**config.mk**
```make
export PLATFORM = sky130hd
export DESIGN_NAME = phcmp_lock
export DESIGN_NICKNAME = d
export VERILOG_FILES = /design/src/rtl/phcmp_pkg.sv /design/src/rtl/phcmp_ndiv.sv /design/src/rtl/phcmp_pfd.sv /design/src/rtl/phcmp_lockdet.sv /design/src/rtl/phcmp_lock.sv
export SDC_FILE = /design/constraint.sdc
export NUM_CORES = 1
export LEC_CHECK = 0
export BUFFER_PORTS_ARGS = -buffer_cell sky130_fd_sc_hd__clkbuf_2
export CAP_MARGIN = 10
export CELL_PAD_IN_SITES_DETAIL_PLACEMENT = 1
export CELL_PAD_IN_SITES_GLOBAL_PLACEMENT = 1
export CORE_UTILIZATION = 44
export CTS_CLUSTER_SIZE = 16
export DETAILED_ROUTE_END_ITERATION = 8
export HOLD_SLACK_MARGIN = 0.05
export PLACE_DENSITY_LB_ADDON = 0.1
export SLEW_MARGIN = 20
export SYNTH_ARGS = -nofsm -noshare
export SYNTH_HDL_FRONTEND = slang
export SYNTH_SLANG_ARGS = --single-unit
```
**constraint.sdc**
```tcl
create_clock -name clk -period 3.46 [get_ports clk]
set_clock_uncertainty 0.05 [all_clocks]
set_input_delay 0.519 -clock clk [delete_from_list [all_inputs] [get_ports clk]]
set_output_delay 0.519 -clock clk [all_outputs]
set_load 0.01 [all_outputs]
```
**src/rtl/phcmp_pkg.sv**
```systemverilog
package phcmp_pkg;
    typedef enum logic [1:0] {
        RLD_IDLE  = 2'd0,
        RLD_ARMED = 2'd1,
        RLD_HOLD  = 2'd2
    } reload_st_e;

    localparam int unsigned VALID_WAIT_WR  = 3;
    localparam int unsigned VALID_WAIT_RST = 2;
endpackage

```
**src/rtl/phcmp_ndiv.sv**
```systemverilog
module phcmp_ndiv
    import phcmp_pkg::*;
#(
    parameter int unsigned NW      = 12,
    parameter int unsigned RST_DIV = 4
) (
    input  logic          clk,
    input  logic          rst_n,
    input  logic          vco_tick,
    input  logic          ref_tick,
    input  logic          div_wr,
    input  logic [NW-1:0] div_val,
    output logic          fb_tick,
    output logic [NW-1:0] div_active
);
    localparam logic [NW-1:0] DIV_RST = NW'(RST_DIV);
    localparam logic [NW-1:0] DIV_MIN = NW'(1);

    typedef struct packed {
        logic [NW-1:0] cnt;
        logic [NW-1:0] act;
        logic [NW-1:0] pend;
        reload_st_e    st;
        logic          fb;
    } ndiv_st_t;

    ndiv_st_t s_d, s_q;
    logic [NW:0] cnt_inc;

    always_comb begin
        s_d     = s_q;
        s_d.fb  = 1'b0;
        cnt_inc = {1'b0, s_q.cnt} + (NW+1)'(1);
        if (vco_tick) begin
            if (cnt_inc >= {1'b0, s_q.act}) begin
                s_d.cnt = '0;
                s_d.fb  = 1'b1;
            end else begin
                s_d.cnt = cnt_inc[NW-1:0];
            end
        end
        if (ref_tick) begin
            unique case (s_q.st)
                RLD_ARMED: s_d.st = RLD_HOLD;
                RLD_HOLD: begin
                    s_d.act = s_q.pend;
                    s_d.cnt = '0;
                    s_d.st  = RLD_IDLE;
                end
                default: s_d.st = s_q.st;
            endcase
        end
        if (div_wr) begin
            s_d.pend = (div_val == '0) ? DIV_MIN : div_val;
            s_d.st   = RLD_ARMED;
        end
    end

    always_ff @(posedge clk or negedge rst_n) begin
        if (!rst_n) begin
            s_q.cnt  <= '0;
            s_q.act  <= DIV_RST;
            s_q.pend <= DIV_RST;
            s_q.st   <= RLD_IDLE;
            s_q.fb   <= 1'b0;
        end else begin
            s_q <= s_d;
        end
    end

    assign fb_tick    = s_q.fb;
    assign div_active = s_q.act;
endmodule

```
**src/rtl/phcmp_pfd.sv**
```systemverilog
module phcmp_pfd #(
    parameter int unsigned DZW = 2
) (
    input  logic           clk,
    input  logic           rst_n,
    input  logic           fb_tick,
    input  logic           ref_tick,
    input  logic [DZW-1:0] dz_sel,
    output logic           pump_en,
    output logic           pump_up
);
    localparam logic [DZW-1:0] WID_MAX = '1;

    typedef struct packed {
        logic           ref_s;
        logic           hi;
        logic           lo;
        logic [DZW-1:0] wid;
    } pfd_st_t;

    pfd_st_t s_d, s_q;
    logic set_hi, set_lo, keep;

    always_comb begin
        s_d       = s_q;
        s_d.ref_s = ref_tick;
        set_hi    = s_q.hi | fb_tick;
        set_lo    = s_q.lo | s_q.ref_s;
        if (set_hi && set_lo) begin
            s_d.hi = 1'b0;
            s_d.lo = 1'b0;
        end else begin
            s_d.hi = set_hi;
            s_d.lo = set_lo;
        end
        keep = (s_d.hi && s_q.hi) || (s_d.lo && s_q.lo);
        if (!keep)
            s_d.wid = '0;
        else if (s_q.wid != WID_MAX)
            s_d.wid = s_q.wid + DZW'(1);
    end

    always_ff @(posedge clk or negedge rst_n) begin
        if (!rst_n) s_q <= '0;
        else        s_q <= s_d;
    end

    assign pump_en = (s_q.hi | s_q.lo) && (s_q.wid >= dz_sel);
    assign pump_up = pump_en & s_q.hi;
endmodule

```
**src/rtl/phcmp_lockdet.sv**
```systemverilog
module phcmp_lockdet
    import phcmp_pkg::*;
(
    input  logic clk,
    input  logic rst_n,
    input  logic ref_tick,
    input  logic div_wr,
    input  logic pump_en,
    output logic unlock,
    output logic unlock_valid
);
    typedef struct packed {
        logic       seen;
        logic       unl;
        logic [1:0] vwait;
    } lock_st_t;

    lock_st_t s_d, s_q;

    always_comb begin
        s_d      = s_q;
        s_d.seen = s_q.seen | pump_en;
        if (ref_tick) begin
            s_d.unl  = s_q.seen | pump_en;
            s_d.seen = 1'b0;
        end
        if (div_wr)
            s_d.vwait = 2'(VALID_WAIT_WR);
        else if (ref_tick && s_q.vwait != 2'd0)
            s_d.vwait = s_q.vwait - 2'd1;
    end

    always_ff @(posedge clk or negedge rst_n) begin
        if (!rst_n) begin
            s_q.seen  <= 1'b0;
            s_q.unl   <= 1'b0;
            s_q.vwait <= 2'(VALID_WAIT_RST);
        end else begin
            s_q <= s_d;
        end
    end

    assign unlock       = s_q.unl;
    assign unlock_valid = (s_q.vwait == 2'd0);
endmodule

```
**src/rtl/phcmp_lock.sv**
```systemverilog
module phcmp_lock #(
    parameter int unsigned NW      = 12,
    parameter int unsigned DZW     = 2,
    parameter int unsigned RST_DIV = 4
) (
    input  logic           clk,
    input  logic           rst_n,
    input  logic           vco_tick,
    input  logic           ref_tick,
    input  logic           div_wr,
    input  logic [NW-1:0]  div_val,
    input  logic [DZW-1:0] dz_sel,
    output logic           fb_tick,
    output logic [NW-1:0]  div_active,
    output logic           pump_en,
    output logic           pump_up,
    output logic           unlock,
    output logic           unlock_valid
);
    logic fb_w, en_w;

    phcmp_ndiv #(.NW(NW), .RST_DIV(RST_DIV)) u_ndiv (
        .clk(clk), .rst_n(rst_n), .vco_tick(vco_tick), .ref_tick(ref_tick),
        .div_wr(div_wr), .div_val(div_val), .fb_tick(fb_w), .div_active(div_active)
    );

    phcmp_pfd #(.DZW(DZW)) u_pfd (
        .clk(clk), .rst_n(rst_n), .fb_tick(fb_w), .ref_tick(ref_tick),
        .dz_sel(dz_sel), .pump_en(en_w), .pump_up(pump_up)
    );

    phcmp_lockdet u_lock (
        .clk(clk), .rst_n(rst_n), .ref_tick(ref_tick), .div_wr(div_wr),
        .pump_en(en_w), .unlock(unlock), .unlock_valid(unlock_valid)
    );

    assign fb_tick = fb_w;
    assign pump_en = en_w;
endmodule

```
Word-level counts from Yosys, hierarchy flattened. Index checks and enable logic that the tools add are counted.

Bits in registers: 48. Output and inout bits: 17. Input bits: 19. Word-level logic and storage cells: 56.

Mux-type cells: 16. Eq/ne operators: 4. Reduce and logical (&&, ||, !) cells: 14. Bitwise logic cells: 5. Add/sub/neg operators: 3. Order comparisons: 2.

Operators by type and width (number): 24-bit 2-to-1 mux (2); 12-bit 2-to-1 mux (3); 2-bit 2-to-1 mux (8); 12-bit by 1-bit adder with 13-bit output (second input constant) (1); 13-bit by 12-bit greater-or-equal comparator with 1-bit output (1); 12-bit logical NOT (1); 2-bit nonzero test (3); 1-bit logical AND (5); 2-bit != test (second input constant) (2); 1-bit bitwise OR (4); 2-bit one-hot mux with 2 select lines (1); 2-bit AND reduction (2); 3-bit nonzero test (1); 2-bit by 1-bit adder with 2-bit output (second input constant) (1); 2-bit by 1-bit == test with 1-bit output (second input constant) (1); 2-bit == test (second input constant) (1); 2-bit greater-or-equal comparator (1); 2-bit logical NOT (1); 1-bit 2-to-1 mux (2); 2-bit by 1-bit subtractor with 2-bit output (second input constant) (1); 1-bit AND (1); 1-bit logical OR (1).

Depth between registers and ports, before layout. Gate-level depths: netlist (run 1).

Depth after elaboration: 6. Depth in mapped cells: 12. Mapped depth without buffers: 11.

By module. Synthesis (run 1) repeated with hierarchy kept, for this count alone.

Cell total of the unflattened synthesis: 239. Area, all modules: 2597.5 sq um.

By module, submodules not included: phcmp_ndiv (sequential area each 978.4 sq um, area an instance 2164.6 sq um, times used 1, cells an instance 197); phcmp_pfd (sequential area each 125.1 sq um, area an instance 249.0 sq um, times used 1, cells an instance 24); phcmp_lockdet (sequential area each 101.3 sq um, area an instance 183.9 sq um, times used 1, cells an instance 18).

Worst setup path after synthesis (run 1). Ideal clock, no wire load.

Path type: register to register. Start: register u_ndiv.s_q[32] (netlist name). End: register u_ndiv.s_q[30] (netlist name). Slack: 0.822 ns. Buffers on the path: 2. Stages on the path, launching flop included: 13. Setup time: 0.094 ns. Arrival time: 2.494 ns. Period minus slack after synthesis: 2.638 ns. Data required time: 3.316 ns. Path through: dfrtp_1 -> clkbuf_1 -> nand2_1 -> nor4_4 -> nand3_1 -> xnor2_1 -> ha_1 -> nand3_1 -> nor3_1 -> a221oi_1 -> nand4_1 -> buf_2 -> a211oi_1.

RTL lines: start: declaration (line phcmp_ndiv.sv:27) `ndiv_st_t s_d, s_q;`.

==> results_dict.tcl, run 1 <==
set metrics [dict create \
    hold_buffers 0 \
    power_density_nw_per_um2 586.9 \
    antenna_found_initial 0 \
    synth_edf_count 0 \
    htreeDepth 2 \
    grt_use_total_pct 19.30 \
    yosys_warnings 0 \
    leakagePower_nw 1.358 \
    fin_tns_setup_ns 0 \
    dp_hpwl_mm 3.895 \
    worstPathArrival_ns 2.96 \
    drc 0 \
    drive_gt1_share_pct 22.50 \
    netlist_instances 260 \
    synth_seq_cells 48 \
    die_w_um 79.11 \
    timing.rr.end "u_ndiv.s_q[34]" \
    clock.fmax_ghz 0.3572 \
    cp.required_ns 3.62 \
    synth_flop_cell "dfrtp_1" \
    synth_area_sq_um 2616 \
    first_pass_iters 3 \
    startpoint_type "flop" \
    total_power_mw 1.674 \
    fin_crit_sh_pct 80.92 \
    num_rows 27 \
    grt_start_max_net_pins 33 \
    area_growth_pct 9.039 \
    cp_cell_sequence "ha_1 -> nand4_1 -> nor2_2 -> nand3_1 -> xnor2_1 -> ha_1 -> nand3_1 -> nor3_1 -> a221oi_1 -> nand4_1 -> buf_4 -> a211oi_1" \
    die_y_um 79.11 \
    synth_nets 296 \
    holdCritPathClass "input pin to async pin" \
    reg2reg_from "u_ndiv.s_q[27]" \
    fillerInstances 669 \
    path_class "flop to flop" \
    grt-ovfl-total 0 \
    numPortBuffers 35 \
    ctsLongestPathBuffers 2 \
    cts_tree "built" \
    cp_max_fo 13 \
    rsz0062_at_grt "no" \
    clk_latency_ns 0.30 \
    fin_nets 315 \
    endpoint_kind "flop" \
    hold_viol_final 0 \
    relSlewSlack_pct 61.37 \
    vias_per_cell 5.290 \
    drt-initial-drc-count 43 \
    clkTransAtPathRegs_ns 0.09 \
    worst_path_max_delay_cell "dfrtp_1" \
    gp_congestion 0.7636 \
    worstMarginPinSlew_ns 0.5795 \
    grt_first_pass_wirelength_mm 9.273 \
    critPathMaxStageDelay_ns 0.45 \
    vdd_drop_max_v 0.0002534 \
    critical_path.top_delay_family "simple AND/OR/NAND/NOR gates" \
    ys_types 39 \
    seq_area_frac_synth_pct 46.05 \
    cts_resized 0 \
    crit_buf_inv 1 \
    run_status "finished, final reports clean" \
    setup_viol 0 \
    dieArea_sq_um 6258 \
    post_cts_buffers 0 \
    root_buffer "clkbuf_8" \
    drv_slew 0 \
    routed_wirelength_mm 5.166 \
    ios 36 \
    synth_area_per_cell_sq_um 10.06 \
    maxCapViolCount 0 \
    vias 1862 \
    core_sq_um 5608 \
    synthArstFlopShare_pct 100.0 \
    numCtsBuffers 5 \
    start_util_pct 46.65 \
    clock_sinks 48 \
    reg2reg_slack_ns 0.66 \
    min_period_ns 2.800 \
    ant_nets 0 \
    routedWlPerCell_um 14.68 \
    n_antenna_cell 0 \
    grt_pass1_vias 1937 \
    ff2ff_path_depth 12 \
]
[power breakdown]
group	leakage [nW]	internal, mW	switching (mW)
logic	0.733	0.238	0.310
registers	0.580	0.680	0.0967
clock network	0.0445	0.163	0.188
total	1.36	1.08	0.594
[worst max-delay path by stage]
stage                     slack [ns]  cells after the start              to      startpoint
after floorplan                 0.82                     12  u_ndiv.s_q[30]  u_ndiv.s_q[32]
after global placement          0.69                     11  u_ndiv.s_q[37]  u_ndiv.s_q[27]
after detailed placement        0.63                     12  u_ndiv.s_q[34]  u_ndiv.s_q[27]
after CTS                       0.62                     12  u_ndiv.s_q[34]  u_ndiv.s_q[27]
after global routing            0.38                     12  u_ndiv.s_q[27]  u_ndiv.s_q[27]
final                           0.66                     12  u_ndiv.s_q[34]  u_ndiv.s_q[27]
[Yosys cell counts, types with 3 or more instances]
master     n  area (sq um)
dfrtp_1   45          1126
inv_1     16         60.06
nand2_1   24         90.09
nand2b_1   5         31.28
nand3_1   10         50.05
nor3_1     4         20.02
nor2_1    14         52.55
xor2_1    15         131.4
nand4_1    6         37.54
a211oi_1  10         75.07
buf_4     12         90.09
dfstp_2    3         78.83
mux2_2    11         123.9
o21ai_0   17         85.08
clkbuf_1  10         37.54
a21oi_1    7         35.03
ha_1      17         212.7
xnor2_1    6         52.55
[logic make-up after synthesis]
| kind of cell | after synthesis | synth area share [%] |
|---|---|---|
| adders and majority gates | 17 | 8.130 |
| DFF | 48 | 46.05 |
| and+or+nand+nor | 76 | 15.11 |
| AOI/OAI and AO/OA | 43 | 10.33 |
| muxes | 13 | 5.500 |
| buffers and inverters | 42 | 7.844 |
| xor gates and xnor gates | 21 | 7.030 |
[cell type report]
class	instances	area, sq um	area share, %
Clock buffer	7	86.33	3.026
Clock inverter	1	7.507	0.2632
Inverter	16	60.06	2.105
Multi-Input combinational cell	170	1206	42.28
Sequential cell	48	1205	42.24
Tap cell	72	90.09	3.158
Timing Repair Buffer	38	197.7	6.930
[stage by stage]
step,cells,worst slack (ns),hold slack (ns),utilization (%),area (sq um)
2_1_floorplan,260,0.8224,0.1734,-,2616
3_3_place_gp,344,0.6918,0.4068,49.20,2759
3_5_place_dp,344,0.6309,0.4109,49.20,2759
4_1_cts,352,0.6213,0.1593,50.87,2853
5_1_grt,352,0.3816,0.1854,50.87,2853
6_report,352,0.6601,0.1474,50.87,2853
[flip-flops by register name, summed over array words and instances (netlist names)]
name / flops
u_pfd.s_q: 5
u_ndiv.fb_tick: 1
u_ndiv.div_active: 12
u_lock.s_q: 3
u_lock.unlock: 1
u_ndiv.s_q: 26
[routing by layer]
layer	global-route usage, %	part of all wire, %
met1	26.40	51
met2	31.03	44
met3	3.793	3.0
met4	5.455	1.3
met5	0	0
[layout by cell type, fill, tap and decap left out, types with 2 or more instances in the layout]
| cell | n |
|---|---|
| nor3_1 | 4 |
| clkbuf_2 | 35 |
| xor2_1 | 15 |
| dfstp_2 | 3 |
| nor4_1 | 2 |
| nor2_1 | 14 |
| and3_1 | 2 |
| xnor2_1 | 6 |
| inv_1 | 16 |
| nand4_1 | 6 |
| nand3_1 | 10 |
| nand2_1 | 24 |
| a21oi_1 | 7 |
| o21ai_0 | 17 |
| a21o_1 | 2 |
| nand3b_1 | 2 |
| a211oi_1 | 10 |
| mux2i_1 | 2 |
| nand2b_1 | 5 |
| mux2_2 | 11 |
| dfrtp_1 | 45 |
| clkbuf_8 | 6 |
| buf_4 | 3 |
| ha_1 | 17 |
(Power assumes the default switching activity.)
==> inputs of run 2 (changes only) <==
--- a/config.mk
+++ b/config.mk
@@ -5,11 +5,12 @@
 export SDC_FILE = /design/constraint.sdc
 export NUM_CORES = 1
 export LEC_CHECK = 0
+export ABC_AREA = 1
 export BUFFER_PORTS_ARGS = -buffer_cell sky130_fd_sc_hd__clkbuf_2
 export CAP_MARGIN = 10
 export CELL_PAD_IN_SITES_DETAIL_PLACEMENT = 1
 export CELL_PAD_IN_SITES_GLOBAL_PLACEMENT = 1
-export CORE_UTILIZATION = 44
+export CORE_UTILIZATION = 39
 export CTS_CLUSTER_SIZE = 16
 export DETAILED_ROUTE_END_ITERATION = 8
 export HOLD_SLACK_MARGIN = 0.05
==> constraint.sdc (replaced) <==
create_clock -name clk -period 2.43 [get_ports clk]
set_clock_uncertainty 0.05 [all_clocks]
set_input_delay 0.3645 -clock clk [delete_from_list [all_inputs] [get_ports clk]]
set_output_delay 0.3645 -clock clk [all_outputs]
set_load 0.01 [all_outputs]
==> results_dict.tcl, run 2 <==
set metrics [dict create \
    run_status "finished, final reports clean" \
    reg2reg_slack_ns 0.03 \
    synthArstFlopShare_pct 100.0 \
    drv_slew 0 \
    synth_seq_cells 48 \
    critPathMaxStageDelay_ns 0.38 \
    cp_max_fo 5 \
    placed_area_sq_um 3038 \
    synth_flop_cell "dfrtp_1" \
    htreeDepth 2 \
    drive_gt1_share_pct 30.59 \
    grt_use_total_pct 19.13 \
    relSlewSlack_pct 56.16 \
    drt-initial-drc-count 75 \
    fillerInstances 847 \
    ys_types 35 \
    yosys_warnings 0 \
    clkTransAtPathRegs_ns 0.11 \
    die_y_um 86.36 \
    start_util_pct 40.62 \
    synth_area_per_cell_sq_um 8.259 \
    grt_pass1_vias 2293 \
    seq_area_frac_synth_pct 43.42 \
    cts_tree "built" \
    numCtsBuffers 5 \
    ff2ff_path_depth 17 \
    timing.rr.end "u_ndiv.s_q[34]" \
    endpoint "u_ndiv.s_q[34]" \
    clk_latency_ns 0.32 \
    use_met3_pct 3.810 \
    num_rows 30 \
    clock_sinks 48 \
    synth_top_area_share_pct 40.58 \
    ios 36 \
    synth_common_cells "nand2_1 (66), inv_1 (60), dfrtp_1 (45)" \
    ctsLongestPathBuffers 2 \
    root_buffer "clkbuf_8" \
    hold_viol_final 0 \
    vias_per_cell 4.706 \
    worstPathArrival_ns 2.56 \
    register_area_sq_um 1205 \
    synth_edf_count 0 \
    met2_usage_pct 31.96 \
    ant_nets 0 \
    netlist_instances 336 \
    maxCapViolCount 0 \
    vias 2221 \
    dp_hpwl_mm 4.691 \
    die_w_um 86.36 \
    final_cell_mix "inv_1 (60), nand2_1 (60), dfrtp_1 (45)" \
    vdd_drop_max_v 0.0002958 \
    busiest_layer "met2" \
    area_growth_pct 18.98 \
    core_sq_um 6832 \
    endpoint_kind "flop" \
    yosys.area.top_type "dfrtp_1" \
    routed_wirelength_mm 6.364 \
    setup_viol 0 \
    synth.most_common_cell "nand2_1" \
    critical_path.top_delay_family "simple AND/OR/NAND/NOR gates" \
    grt-ovfl-total 0 \
    leakagePower_nw 1.662 \
    gp_congestion 0.7801 \
    largest_reg_flops 26 \
    grt_start_max_net_pins 28 \
    worstMarginPinSlew_ns 0.6575 \
    stdcell_area_sq_um 3302 \
    min_period_ns 2.404 \
    path_depth 17 \
    regMostFlops "u_ndiv.s_q" \
    cp_cell_sequence "ha_2 -> nand2_2 -> nor2_4 -> buf_4 -> nand2_1 -> nor2_2 -> nor2_2 -> ha_1 -> nand2_1 -> nand2_1 -> nand3_1 -> a21oi_2 -> nor2_4 -> nand2_2 -> nand2_4 -> nand2_8 -> nor2_4" \
    antenna_found_initial 0 \
    drc 0 \
    cp.required_ns 2.59 \
    startpoint_type "flop" \
    first_pass_iters 4 \
    fin_nets 411 \
    crit_buf_inv 1 \
    synth_area_sq_um 2775 \
    numPortBuffers 35 \
    routedWlPerCell_um 13.48 \
    synth_nets 372 \
    use_met1_pct 25.38 \
    grt_first_pass_wirelength_mm 10.94 \
    holdCritPathClass "input pin to flop" \
    fin_crit_sh_pct 98.95 \
    fin_tns_setup_ns 0 \
    path_class "flop to flop" \
    n_antenna_cell 0 \
    power_density_nw_per_um2 849.0 \
    clock.fmax_ghz 0.4159 \
    dieArea_sq_um 7457 \
    rsz0062_at_grt "yes" \
    reg2reg_from "u_ndiv.s_q[28]" \
    synthTopCellsByArea "dfrtp_1 (41%), nand2_1 (8.9%), inv_1 (8.1%)" \
    worst_path_max_delay_cell "dfrtp_1" \
    multi_input_area_sq_um 1368 \
    setup.worst_path.start "u_ndiv.s_q[28]" \
]
## run 2: cell count changes after synthesis, sizes merged, moves of 9 or more
| cell | delta |
|---|---|
| inv | +45 |
| xor2 | -9 |
| mux2 | -11 |
| o21ai | +20 |
| nor2 | +17 |
| a211oi | -10 |
| nand2 | +50 |
## run 2: power breakdown
part | internal [mW] | total, mW | switching [mW]
logic | 0.496 | 1.19 | 0.695
clock network | 0.205 | 0.511 | 0.306
registers | 0.975 | 1.10 | 0.126
total | 1.68 | 2.80 | 1.13
## run 2: area by class of cell
type                    count  area share (%)
inverters                  61           6.934
clock inverters             3          0.6442
multi-input cells         209           41.42
well taps                  96           3.638
flip-flops and latches     48           36.49
clock buffers               5           2.084
repair buffers             50           8.791
## run 2: kinds of logic (layout without fill, tap and decap cells)
| family | Yosys count | in the layout | synth area share (%) |
|---|---|---|---|
| adder cells (fa/ha/maj) | 17 | 17 | 7.664 |
| AND/OR/NAND/NOR | 130 | 131 | 23.04 |
| buffers and inverters | 80 | 119 | 12.67 |
| XOR/XNOR | 7 | 7 | 2.209 |
| AO/OA/AOI/OAI | 53 | 53 | 10.64 |
| multiplexers | 1 | 1 | 0.3607 |
| flip-flops | 48 | 48 | 43.42 |
## run 2: worst register-to-register path, stage by stage, from the launching register on
cell and delay, ns:
dfrtp_1 0.38, ha_2 0.19, nand2_2 0.06, nor2_4 0.12, buf_4 0.14, nand2_1 0.09
nor2_2 0.11, nor2_2 0.06, ha_1 0.31, nand2_1 0.06, nand2_1 0.05, nand3_1 0.09
a21oi_2 0.19, nor2_4 0.06, nand2_2 0.07, nand2_4 0.09, nand2_8 0.13, nor2_4 0.04
## run 2: what timing repair did
item	4_1_cts	5_1_grt
endpoints found under the setup margin	11	13
cloned	1	0
pin swaps	5	14
resized for setup	7	23
endpoints found under the hold margin	21	0
hold buffers	1	0
buffers inserted	2	0
## run 2: worst min-delay path by stage
| stage | start | to | slack (ns) | cells past startpoint |
|---|---|---|---|---|
| 3_3_place_gp | rst_n | u_pfd.s_q[0] | 0.37 | 1 |
| 5_1_grt | ref_tick | u_pfd.s_q[4] | 0.17 | 1 |
| 2_1_floorplan | rst_n | u_lock.s_q[0] | 0.02 | 0 |
| 3_5_place_dp | u_pfd.s_q[4] | u_pfd.s_q[3] | 0.38 | 1 |
| 4_1_cts | ref_tick | u_pfd.s_q[4] | 0.17 | 1 |
| 6_report | ref_tick | u_pfd.s_q[4] | 0.16 | 1 |
## run 2: stage by stage
| step | cells | util, % | setup WS [ns] | power, mW | hold WS, ns |
|---|---|---|---|---|---|
| 6_report | 472 | 48.33 | 0.02558 | 2.803 | 0.1633 |
| 5_1_grt | 472 | 48.33 | -0.1267 | 3.069 | 0.1692 |
| 2_1_floorplan | 336 | - | 0.07189 | 1.868 | 0.01891 |
| 3_5_place_dp | 460 | 44.47 | -0.06244 | 2.172 | 0.3789 |
| 4_1_cts | 472 | 46.74 | 0.001369 | 2.734 | 0.1663 |
| 3_3_place_gp | 460 | 44.47 | -0.002393 | 2.123 | 0.3738 |
## run 2: metal layers
metal | share of wire (%) | up-vias
met5 | 0 | -
met4 | 1.1 | 0
met3 | 2.5 | 6
met2 | 48 | 24
met1 | 48 | 1070
li1 | - | 1121
==> inputs of run 3 (changes only) <==
==> constraint.sdc (replaced) <==
create_clock -name clk -period 2.43 [get_ports clk]
set_clock_uncertainty 0.05 [all_clocks]
set_input_delay 0.486 -clock clk [delete_from_list [all_inputs] [get_ports clk]]
set_output_delay 0.486 -clock clk [all_outputs]
set_load 0.01 [all_outputs]
==> results_dict.tcl, run 3 (same netlist as run 2, synthesis figures left out) <==
set metrics [dict create \
    run_status "finished, violations left" \
    violations "setup timing" \
    min_period_ns 2.439 \
    hold_ws_ns 0.2111 \
    netSwitchingFraction_pct 37.72 \
    fin_util_pct 49.80 \
    worstMarginPinSlew_ns 0.8329 \
    area_growth_pct 22.59 \
    met2_usage_pct 33.69 \
    clk_latency_ns 0.31 \
    first_pass_iters 4 \
    grt_pass1_vias 2375 \
    power_density_nw_per_um2 857.8 \
    use_met3_pct 3.143 \
    gp_congestion 0.7817 \
    use_met1_pct 24.17 \
    drt-initial-drc-count 36 \
    routedWlPerCell_um 13.48 \
    hold_buffers 0 \
    cp.required_ns 2.59 \
    final_cell_mix "inv_1 (59), nand2_1 (59), dfrtp_1 (45)" \
    die_y_um 86.36 \
    clkTransAtPathRegs_ns 0.09 \
    power_switching_mw 1.101 \
    timing.rr.end "u_ndiv.s_q[35]" \
    p_clk_share_pct 21.4 \
    vias_per_cell 4.662 \
    fin_nets 415 \
    drv_slew 0 \
    clock.fmax_ghz 0.4101 \
    placed_area_sq_um 3053 \
    start_util_pct 40.62 \
    grt_use_total_pct 19.22 \
    cp_max_fo 5 \
    pwr-share-comb_pct 40.8 \
    fin_crit_sh_pct 100.4 \
    leakagePower_nw 1.700 \
    dieArea_sq_um 7457 \
    n_antenna_cell 0 \
    routed_wirelength_mm 6.416 \
    fin_tns_setup_ns -0.008723 \
    ctsLongestPathBuffers 2 \
    stdcell_area_sq_um 3402 \
    grt_start_max_net_pins 34 \
    core_sq_um 6832 \
    startpoint_type "flop" \
    htreeDepth 2 \
    vias 2219 \
    holdCritPathClass "input pin to async pin" \
    hold_viol_final 0 \
    worstPathArrival_ns 2.60 \
    numPortBuffers 35 \
    antenna_found_initial 0 \
    fin_ws_ns -0.008723 \
    dp_hpwl_mm 4.706 \
    seq_power_share_pct 37.7 \
    ant_nets 0 \
    dp_slack_ns -0.1013 \
    total_power_mw 2.918 \
    cts_tree "built" \
    drive_gt1_share_pct 32.89 \
    grt_first_pass_wirelength_mm 10.98 \
    vdd_drop_max_v 0.0003788 \
    dpl.cell_count 462 \
    clock_sinks 48 \
    largest_reg_flops 26 \
    maxCapViolCount 0 \
    setup_viol 1 \
    num_rows 30 \
    ios 36 \
    grt-ovfl-total 0 \
    rsz0062_at_grt "yes" \
    reg2reg_from "u_ndiv.s_q[28]" \
    busiest_layer "met2" \
    endpoint_kind "flop" \
    numCtsBuffers 5 \
    regMostFlops "u_ndiv.s_q" \
    final_cells 476 \
    root_buffer "clkbuf_8" \
    reg2reg_slack_ns -0.009 \
    die_w_um 86.36 \
    path_class "flop to flop" \
    ff2ff_path_depth 17 \
    intPower_mw 1.817 \
    relSlewSlack_pct 44.47 \
    drc 0 \
]
## run 3: changes by cell type in the layout (fill, tap and decap cells not counted), moves of 2 or more
cell / delta
ha_4: +2
xor2_1: -3
ha_1: -2
buf_4: +5
xor2_2: +3
## run 3: worst max path at each step
stage                        start             end  slack, ns  cells after the start
floorplan           u_ndiv.s_q[27]  u_ndiv.s_q[27]       0.07                     17
global placement    u_ndiv.s_q[27]  u_ndiv.s_q[30]       0.01                     15
detailed placement  u_ndiv.s_q[27]  u_ndiv.s_q[35]      -0.10                     17
CTS                 u_ndiv.s_q[27]  u_ndiv.s_q[35]      0.003                     16
global route        u_ndiv.s_q[27]  u_ndiv.s_q[35]      -0.16                     16
finish              u_ndiv.s_q[28]  u_ndiv.s_q[35]     -0.009                     17
## run 3: cell type report
cell class	instances	area (sq um)
repair buffers	54	317.8
flip-flops and latches	48	1205
multi-input cells	209	1409
clock buffers	6	82.58
well taps	96	120.1
clock inverters	2	38.79
fillers	859	3430
inverters	61	229.0
## run 3: power groups by stage
stage	sequential, mW	combinational (mW)	clock, mW
2_1_floorplan	1.10	0.767	0
3_3_place_gp	1.11	1.01	0
3_5_place_dp	1.12	1.05	0
4_1_cts	1.10	1.12	0.642
5_1_grt	1.13	1.37	0.675
6_report	1.10	1.19	0.625
## run 3: what timing repair did
item,in CTS,in global routing
resized for setup,14,21
cloned,1,0
pin swaps,8,14
hold endpoints to repair,0,0
endpoints found under the setup margin,13,13
setup buffers,4,1
## run 3: routing by layer
layer	vias to the layer above	share of wire [%]
met5	-	0
met4	0	1.6
met3	8	2.4
met2	30	50
met1	1056	46
li1	1125	-
## run 3: critical path, stage by stage (launching register included)
cell and delay (ns):
dfrtp_1 0.39, ha_2 0.20, nand2_2 0.08, nor2_4 0.05
buf_4 0.14, or2_1 0.23, nand2_2 0.08, inv_1 0.07
ha_4 0.27, nand2_1 0.05, nor2_1 0.12, nand3_1 0.10
nand3_2 0.10, nor2_4 0.04, nand2_2 0.08, nand2_4 0.09
nand2_8 0.14, nor2_4 0.05
